--- src/rtl/pinbank_irq_pkg.sv ---
package pinbank_irq_pkg;

    localparam int FLT_WIDTH_BITS = 6;

    // register word addresses
    localparam logic [2:0] ADR_TRIG   = 3'd0;
    localparam logic [2:0] ADR_FLT_LO = 3'd1;
    localparam logic [2:0] ADR_FLT_HI = 3'd2;
    localparam logic [2:0] ADR_MASK   = 3'd3;
    localparam logic [2:0] ADR_PEND   = 3'd4;

    // trigger codes
    localparam logic [3:0] TRG_LVL_LO = 4'd0;
    localparam logic [3:0] TRG_LVL_HI = 4'd1;
    localparam logic [3:0] TRG_FALL   = 4'd2;
    localparam logic [3:0] TRG_RISE   = 4'd3;
    localparam logic [3:0] TRG_BOTH   = 4'd4;

    typedef struct packed {
        logic                      en;
        logic                      digital;
        logic [FLT_WIDTH_BITS-1:0] width;
    } flt_cfg_t;

    typedef enum logic {
        FLT_STABLE,
        FLT_COUNT
    } flt_state_e;

endpackage

--- src/rtl/pinbank_sync.sv ---
module pinbank_sync #(
    parameter int STAGES = 2
) (
    input  logic clk_i,
    input  logic rst_ni,
    input  logic d_i,
    output logic q_o
);
    logic [STAGES-1:0] sh_q;

    always_ff @(posedge clk_i or negedge rst_ni) begin
        if (!rst_ni) sh_q <= '0;
        else         sh_q <= {sh_q[STAGES-2:0], d_i};
    end

    assign q_o = sh_q[STAGES-1];
endmodule

--- src/rtl/pinbank_deglitch.sv ---
module pinbank_deglitch
    import pinbank_irq_pkg::*;
(
    input  logic     clk_i,
    input  logic     rst_ni,
    input  flt_cfg_t cfg_i,
    input  logic     d_i,
    output logic     q_o
);
    localparam int CW = FLT_WIDTH_BITS;

    flt_state_e    state_q, state_d;
    logic [CW-1:0] cnt_q, cnt_d;
    logic          lvl_q, lvl_d;
    logic          bypass;
    logic [CW:0]   cnt_nxt;

    assign bypass  = !cfg_i.en || !cfg_i.digital || (cfg_i.width == '0);
    assign cnt_nxt = {1'b0, cnt_q} + 1'b1;

    always_ff @(posedge clk_i or negedge rst_ni) begin
        if (!rst_ni) begin
            state_q <= FLT_STABLE;
            cnt_q   <= '0;
            lvl_q   <= 1'b0;
        end else begin
            state_q <= state_d;
            cnt_q   <= cnt_d;
            lvl_q   <= lvl_d;
        end
    end

    always_comb begin
        state_d = state_q;
        cnt_d   = cnt_q;
        lvl_d   = lvl_q;
        if (bypass) begin
            state_d = FLT_STABLE;
            cnt_d   = '0;
            lvl_d   = d_i;
        end else begin
            unique case (state_q)
                FLT_STABLE: begin
                    if (d_i != lvl_q) begin
                        if (cfg_i.width == CW'(1)) begin
                            lvl_d = d_i;
                        end else begin
                            state_d = FLT_COUNT;
                            cnt_d   = CW'(1);
                        end
                    end
                end
                FLT_COUNT: begin
                    if (d_i == lvl_q) begin
                        state_d = FLT_STABLE;
                        cnt_d   = '0;
                    end else if (cnt_nxt >= {1'b0, cfg_i.width}) begin
                        state_d = FLT_STABLE;
                        cnt_d   = '0;
                        lvl_d   = d_i;
                    end else begin
                        cnt_d = cnt_nxt[CW-1:0];
                    end
                end
                default: state_d = FLT_STABLE;
            endcase
        end
    end

    assign q_o = lvl_q;
endmodule

--- src/rtl/pinbank_trigger.sv ---
module pinbank_trigger
    import pinbank_irq_pkg::*;
(
    input  logic       clk_i,
    input  logic       rst_ni,
    input  logic       lvl_i,
    input  logic [3:0] code_i,
    output logic       evt_o
);
    logic prev_q;

    always_ff @(posedge clk_i or negedge rst_ni) begin
        if (!rst_ni) prev_q <= 1'b0;
        else         prev_q <= lvl_i;
    end

    always_comb begin
        case (code_i)
            TRG_LVL_LO: evt_o = !lvl_i;
            TRG_LVL_HI: evt_o = lvl_i;
            TRG_FALL:   evt_o = prev_q && !lvl_i;
            TRG_RISE:   evt_o = !prev_q && lvl_i;
            TRG_BOTH:   evt_o = prev_q ^ lvl_i;
            default:    evt_o = 1'b0;
        endcase
    end
endmodule

--- src/rtl/pinbank_irq_ctrl.sv ---
module pinbank_irq_ctrl
    import pinbank_irq_pkg::*;
#(
    parameter int NUM_PINS    = 8,
    parameter int SYNC_STAGES = 2
) (
    input  logic                clk_i,
    input  logic                rst_ni,
    input  logic [NUM_PINS-1:0] pin_i,
    input  logic                reg_wr_i,
    input  logic [2:0]          reg_addr_i,
    input  logic [31:0]         reg_wdata_i,
    output logic [31:0]         reg_rdata_o,
    output logic                irq_o
);
    localparam int TRIG_BITS     = 4 * NUM_PINS;
    localparam int PINS_PER_WORD = 4;

    logic [TRIG_BITS-1:0] trig_q;
    flt_cfg_t             flt_q [NUM_PINS];
    logic [NUM_PINS-1:0]  mask_q, pend_q, clr, evt, sync_out, filt_out;

    always_ff @(posedge clk_i or negedge rst_ni) begin
        if (!rst_ni) begin
            trig_q <= {TRIG_BITS{1'b1}};
            mask_q <= '1;
            pend_q <= '0;
        end else begin
            if (reg_wr_i && reg_addr_i == ADR_TRIG) trig_q <= reg_wdata_i[TRIG_BITS-1:0];
            if (reg_wr_i && reg_addr_i == ADR_MASK) mask_q <= reg_wdata_i[NUM_PINS-1:0];
            pend_q <= (pend_q & ~clr) | evt;
        end
    end

    assign clr = (reg_wr_i && reg_addr_i == ADR_PEND) ? reg_wdata_i[NUM_PINS-1:0] : '0;

    for (genvar p = 0; p < NUM_PINS; p++) begin : g_pin
        localparam logic [2:0] FLT_ADR = ADR_FLT_LO + 3'(p / PINS_PER_WORD);
        localparam int         BYTE_LO = 8 * (p % PINS_PER_WORD);

        always_ff @(posedge clk_i or negedge rst_ni) begin
            if (!rst_ni)                                 flt_q[p] <= '0;
            else if (reg_wr_i && reg_addr_i == FLT_ADR)  flt_q[p] <= reg_wdata_i[BYTE_LO +: 8];
        end

        pinbank_sync #(.STAGES(SYNC_STAGES)) sync_i (
            .clk_i (clk_i),
            .rst_ni(rst_ni),
            .d_i   (pin_i[p]),
            .q_o   (sync_out[p])
        );

        pinbank_deglitch flt_i (
            .clk_i (clk_i),
            .rst_ni(rst_ni),
            .cfg_i (flt_q[p]),
            .d_i   (sync_out[p]),
            .q_o   (filt_out[p])
        );

        pinbank_trigger trg_i (
            .clk_i (clk_i),
            .rst_ni(rst_ni),
            .lvl_i (filt_out[p]),
            .code_i(trig_q[4*p +: 4]),
            .evt_o (evt[p])
        );
    end

    always_comb begin
        reg_rdata_o = '0;
        case (reg_addr_i)
            ADR_TRIG: reg_rdata_o[TRIG_BITS-1:0] = trig_q;
            ADR_FLT_LO, ADR_FLT_HI: begin
                for (int p = 0; p < NUM_PINS; p++) begin
                    if (3'(p / PINS_PER_WORD) == reg_addr_i - ADR_FLT_LO)
                        reg_rdata_o[8*(p % PINS_PER_WORD) +: 8] = flt_q[p];
                end
            end
            ADR_MASK: reg_rdata_o[NUM_PINS-1:0] = mask_q;
            ADR_PEND: reg_rdata_o[NUM_PINS-1:0] = pend_q;
            default:  reg_rdata_o = '0;
        endcase
    end

    assign irq_o = |(pend_q & ~mask_q);
endmodule

--- config.mk ---
export PLATFORM = sky130hd
export DESIGN_NAME = pinbank_irq_ctrl
export DESIGN_NICKNAME = d
export VERILOG_FILES = /design/src/rtl/pinbank_irq_pkg.sv /design/src/rtl/pinbank_sync.sv /design/src/rtl/pinbank_deglitch.sv /design/src/rtl/pinbank_trigger.sv /design/src/rtl/pinbank_irq_ctrl.sv
export SDC_FILE = /design/constraint.sdc
export NUM_CORES = 1
export LEC_CHECK = 0
export ABC_AREA = 1
export ABC_CLOCK_PERIOD_IN_PS = 2650
export BUFFER_PORTS_ARGS = -buffer_cell sky130_fd_sc_hd__clkbuf_2
export CAP_MARGIN = 5
export CORE_ASPECT_RATIO = 1.2
export CORE_MARGIN = 2
export CORE_UTILIZATION = 55
export DETAILED_ROUTE_END_ITERATION = 7
export PLACE_DENSITY = 0.74
export SLEW_MARGIN = 10
export SYNTH_ARGS = -nofsm -noshare
export SYNTH_HDL_FRONTEND = slang
export SYNTH_SLANG_ARGS = --single-unit
--- constraint.sdc ---
create_clock -name clk_i -period 2.65 [get_ports clk_i]
set_input_delay 0.3975 -clock clk_i [delete_from_list [all_inputs] [get_ports clk_i]]
set_output_delay 0.3975 -clock clk_i [all_outputs]
set_load 0.01 [all_outputs]
-- Word-level counts from Yosys, hierarchy flattened
Cells that the tools add are included.
- register bits after elaboration: 200
- input bits: 46
- output and inout port bits: 33
- word-level logic and storage cells: 474
- add/sub/neg operators: 9
- magnitude comparators: 8
- equal/unequal tests: 101
- multiplexer cells: 163
- bitwise operators: 21
- reduce and logical (&&, ||, !) cells: 105
- operators with widths (operator ; count):
    $mux 6 ; 40
    $pmux 6 s2 ; 8
    $mux 1 ; 80
    $mux 8 ; 9
    $eq 4x2->1 const B ; 16
    $add 6x1->7 const B ; 8
    $ge 7x6->1 ; 8
    $eq 6x1->1 const B ; 8
    $logic_not 6->1 ; 8
    $ne 3x1->1 const B ; 16
    $ne 3x3->1 const B ; 16
    $pmux 24 s2 ; 1
    $pmux 1 s5 ; 8
    $eq 4x1->1 const B ; 8
    $eq 4x3->1 const B ; 8
    $logic_not 1->1 ; 32
    $logic_not 4->1 ; 8
    $pmux 1 s2 ; 16
    $pmux 8 s4 ; 1
    $reduce_and 4->1 ; 8
    $ne 3x2->1 const B ; 8
    $logic_and 1x1->1 ; 21
    $and 8x8->8 ; 2
    $logic_or 1x1->1 ; 16
    other kinds (15) ; 53

-- Logic depth before layout (Yosys ltp)
- word-level depth: 6
- gate-level depth with buffers: 13
- gate-level depth less buffers: 13

-- Hierarchy
Synthesis repeated with hierarchy kept, for this count alone.
- cell total of the unflattened synthesis: 1624
- area total of the unflattened synthesis: 12114.1 um^2
- modules (own cells, without submodules) (module ; instances ; cells an instance ; area an instance (um^2) ; seq. area each (um^2)):
    pinbank_irq_ctrl ; 1 ; 639 ; 5131.2 ; 2852.7
    pinbank_deglitch at g_pin[2].flt_i ... ; 5 ; 98 ; 671.9 ; 200.2
    pinbank_deglitch at g_pin[0].flt_i ... ; 3 ; 93 ; 670.6 ; 200.2
    pinbank_trigger ; 8 ; 25 ; 151.4 ; 25.0
    pinbank_sync ; 8 ; 2 ; 50.0 ; 50.0

-- Worst setup path after synthesis
OpenSTA, ideal clock, no wires.
- path type: register -> register
- from: reg g_pin[2].flt_i.cnt_q[0]
- to: reg g_pin[2].flt_i.cnt_q[1]
- library setup time: 0.065 ns
- data arrival time: 1.890 ns
- required time: 2.585 ns
- setup slack: 0.696 ns
- cell stages (with the launch flop): 12
- path buffers: 0
- clock period less this slack: 1.954 ns
- path through: dfrtp_1 > ha_1 > nand3_1 > xor2_1 > ha_1 > a21oi_1 > o21bai_1 > nor2_1 > nand2_1 > nor2_1 > nand3_1 > nand2_1
- word-level cells in the longest chain between the ends: 6
- ends and longest elaborated chain (element ; RTL line ; text):
    start: declaration ; pinbank_deglitch.sv:13 ; logic [CW-1:0] cnt_q, cnt_d;
    start signal: assignment ; pinbank_deglitch.sv:28 ; cnt_q <= cnt_d;
    $add 6x1->7 * ; pinbank_deglitch.sv:19 ; assign cnt_nxt = {1'b0, cnt_q} + 1'b1;
    $ge 7x6->1 ; pinbank_deglitch.sv:57 ; end else if (cnt_nxt >= {1'b0, cfg_i.width}) begin
    $mux 6 * ; pinbank_deglitch.sv:57 ;
    $mux 6 * ; pinbank_deglitch.sv:54 ; if (d_i == lvl_q) begin
    $pmux 6 s2 * ; pinbank_deglitch.sv:42 ; unique case (state_q)
    $mux 6 * ; pinbank_deglitch.sv:37 ; if (bypass) begin
Every way passes the cells marked *; elsewhere a longest branch is shown, timed or not.
A chain may end at the register's enable or synchronous reset.

-- Worst setup path in the final report
- from: reg g_pin[2].flt_i.cnt_q[0]
- to: reg g_pin[2].flt_i.cnt_q[3]
The elaborated chain is that of the path after synthesis.

==> reports/qor.yml <==
core-area_um2: 20100
timing.clock.skew_ps: 6.48
fin_area_um2: 12600
post_route_cells_drive_above_1_share_pct: 12.1
timing_worst_setup_path_type: "reg -> reg"
max_slew_headroom_pct: 59.7
cts_sinks: 200
hpwl_mm: 19.8
yosys-top-cells-area: "sky130_fd_sc_hd__dfrtp_1, sky130_fd_sc_hd__nand2_1, sky130_fd_sc_hd__dfstp_2"
share_of_the_synthesized_area_in_the_top_cell_type_pct: 35.7
syn_nets: 1524
ff2ff_path_depth: 11
reg2reg_to: "g_pin[2].flt_i.cnt_q[3]"
die_area_um2: 21600
vias_per_cell: 5.37
cts.clk_slew.worst_paths_ps: 70
report.final.hold_viol_count: 0
muxShareOfSynthArea_pct: 0
cellLeakagePower_nw: 6.51
antenna-diode-count: 0
synth_compound_area_share_pct: 11.7
layout_commonest_cell: "sky130_fd_sc_hd__nand2_1"
min_to: "g_pin[3].sync_i.sh_q[0]"
detail_route.drc_violations: 0
maxCapViolCount: 0
layout.filler_cells: 1796
die_x_um: 134
power_density_nw_per_um2: 666
run_status: "completed"
worst_setup_path_end_kind: "register"
grt_max_degree: 65
synth_xor_area_share_pct: 3.64
global_route_wire_length_before_repair_mm: 45.0
final_setup_violations: 0
ys.warnings.count: 0
synthFlopType: "sky130_fd_sc_hd__dfrtp_1"
worst_pin_slew_ps: 604
yosys_register_bits: 200
power_mw: 8.37
final_net_count: 1607
place_congestion: 0.885
reg2reg_slack_ps: 370
synth_async_sr_flop_share_pct: 100
synth_area_in_adders_pct: 8.03
post_dp_cell_area_um2: 12000
synth_top_family_by_area: "simple AND/OR/NAND/NOR gates"
htree_levels: 4
fin_tns_setup_ps: 0
number_of_buffers_inserted_during_clock_tree_synthesis: 17
syn_inst: 1406
top_library_cells_by_usage_in_the_layout_fill_and_taps_aside: "sky130_fd_sc_hd__nand2_1, sky130_fd_sc_hd__inv_1, sky130_fd_sc_hd__dfrtp_1, sky130_fd_sc_hd__o21ai_0, sky130_fd_sc_hd__nand3_1"
multi_input_area_um2: 5210
min_path_type: "in -> reg"
yosysUniqueCellTypes: 31
drt-initial-drc-count: 600
fmax_mhz: 439
rsz0062_at_grt: "no"
start_util_pct: 55.8
hold_start: "pin_i[3]"
yosys.area_share.simple_pct: 23.0
dr_total_vias: 9489
cts.root.buffer_cell: "sky130_fd_sc_hd__clkbuf_16"
groute.usage.overall_pct: 25.9
finalWirelength_mm: 26.5
detail_route.wl_per_cell_um: 15.0
io_pins: 79
grt.overflow.total: 0
synth_seq_area_share_pct: 45.1
finalCritPeriodShare_pct: 86.0
worst_ep_required_time_ps: 3020
start_kind: "register"
drtPass1Iterations: 5
crit_path_max_fanout: 5
grt_antenna_before_repair: 0
dieHeight_um: 160
placementRows: 57
first_global_vias: 9268
seq_area_um2: 5050
syn-cell-area_um2: 11200
worst_hold_path.num_cells: 1
worst-endpoint-arrival_ps: 2650
cts_buffer_depth: 2
r2r-start: "g_pin[2].flt_i.cnt_q[0]"
insertion_delay_ps: 430
synthesis.area_per_instance_um2: 7.98
synthToLayoutAreaGrowth_pct: 12.1
synth_edf_count: 0
port-buffer-count: 78
yosysTopAreaCell: "sky130_fd_sc_hd__dfrtp_1"
detail-route-antenna-nets: 0
maxSlewViolCount: 0
final_critical_path_required_period_ps: 2280
tritoncts: "done"
power.ir.vdd_worst_uv: 529
cts_repair_resize_count: 0
state kept, by name, summed over array words and instances (netlist names):
signal,flops
mask_q,8
trig_q,32
g_pin.flt_i.q_o,8
g_pin.trg_i.prev_q,8
g_pin.flt_i.cnt_q,48
pend_q,8
flt_q,64
g_pin.flt_i.state_q,8
g_pin.sync_i.sh_q,16
final cells by class:
| class | count | share of cell area, % |
|---|---|---|
| inverter | 224 | 6.69 |
| clock buffer | 17 | 3.38 |
| clock inverter | 15 | 1.38 |
| multi-input combinational | 954 | 41.5 |
| timing repair buffer | 92 | 4.23 |
| tap | 265 | 2.64 |
| sequential | 200 | 40.2 |
stage by stage:
stage | util, % | hold WS (ps) | instances | worst slack (ps)
after floorplan | - | 102 | 1406 | 696
after global placement | 59.5 | 338 | 1734 | 483
after detailed placement | 59.5 | 336 | 1734 | 427
after CTS | 62.5 | 47.9 | 1767 | 403
after global routing | 62.5 | 49.6 | 1767 | 179
final | 62.5 | 69.7 | 1767 | 371
Yosys cell counts (all sizes together) (11+ instances only):
cell type / n
o21ai: 140
nand4: 29
nand2: 385
xor2: 44
a21oi: 39
buf: 11
dfrtp: 160
nor2: 65
inv: 224
dfstp: 40
nand3: 96
o221ai: 21
clkbuf: 17
nor3: 17
ha: 72
report_power, final:
group / switching [mW] / internal, mW / total (mW) / leakage, nW
Clock: 1.19 / 1.49 / 2.68 / 0.294
Combinational: 1.10 / 0.639 / 1.73 / 3.76
Sequential: 0.410 / 3.54 / 3.95 / 2.45
worst max-delay path, stage by stage, from the launching register on:
cell and delay (ps):
sky130_fd_sc_hd__dfrtp_1 430, sky130_fd_sc_hd__ha_1 250, sky130_fd_sc_hd__nand3_1 120, sky130_fd_sc_hd__xor2_1 230
sky130_fd_sc_hd__ha_1 290, sky130_fd_sc_hd__a21oi_1 150, sky130_fd_sc_hd__o21bai_1 70, sky130_fd_sc_hd__nor2_1 120
sky130_fd_sc_hd__nand2_1 90, sky130_fd_sc_hd__nor2_1 280, sky130_fd_sc_hd__nand3_1 130, sky130_fd_sc_hd__nand2_1 80
timing repair:
action | 4_1_cts | 5_1_grt
setup buffers | 0 | 0
hold buffers | 1 | 0
hold endpoints to repair | 45 | 0
kinds of logic (layout without fill, tap and decap cells):
logic type               after synthesis  count (layout)
XOR/XNOR                              44              44
buffers and inverters                252             348
AO/OA/AOI/OAI                        230             230
flip-flops                           200             200
AND/OR/NAND/NOR                      608             608
adder cells (fa/ha/maj)               72              72
layer usage:
layer  track usage (%)  part of all wire (%)
met1              33.9                    42
met2              44.5                    50
met3              3.98                   5.7
met4              7.99                   2.2
met5                 0                     0
worst max-delay path by stage:
stage                                    endpoint                    start  depth (start not counted)
after floorplan           g_pin[2].flt_i.cnt_q[1]  g_pin[2].flt_i.cnt_q[0]                         11
after global placement         g_pin[4].flt_i.q_o  g_pin[4].flt_i.cnt_q[0]                         12
after detailed placement  g_pin[2].flt_i.cnt_q[2]  g_pin[2].flt_i.cnt_q[0]                         11
after CTS                 g_pin[2].flt_i.cnt_q[2]  g_pin[2].flt_i.cnt_q[0]                         11
after global routing      g_pin[2].flt_i.cnt_q[4]  g_pin[2].flt_i.cnt_q[0]                         11
final                     g_pin[2].flt_i.cnt_q[3]  g_pin[2].flt_i.cnt_q[0]                         11
No activity file was read; power rests on OpenSTA's default activity.
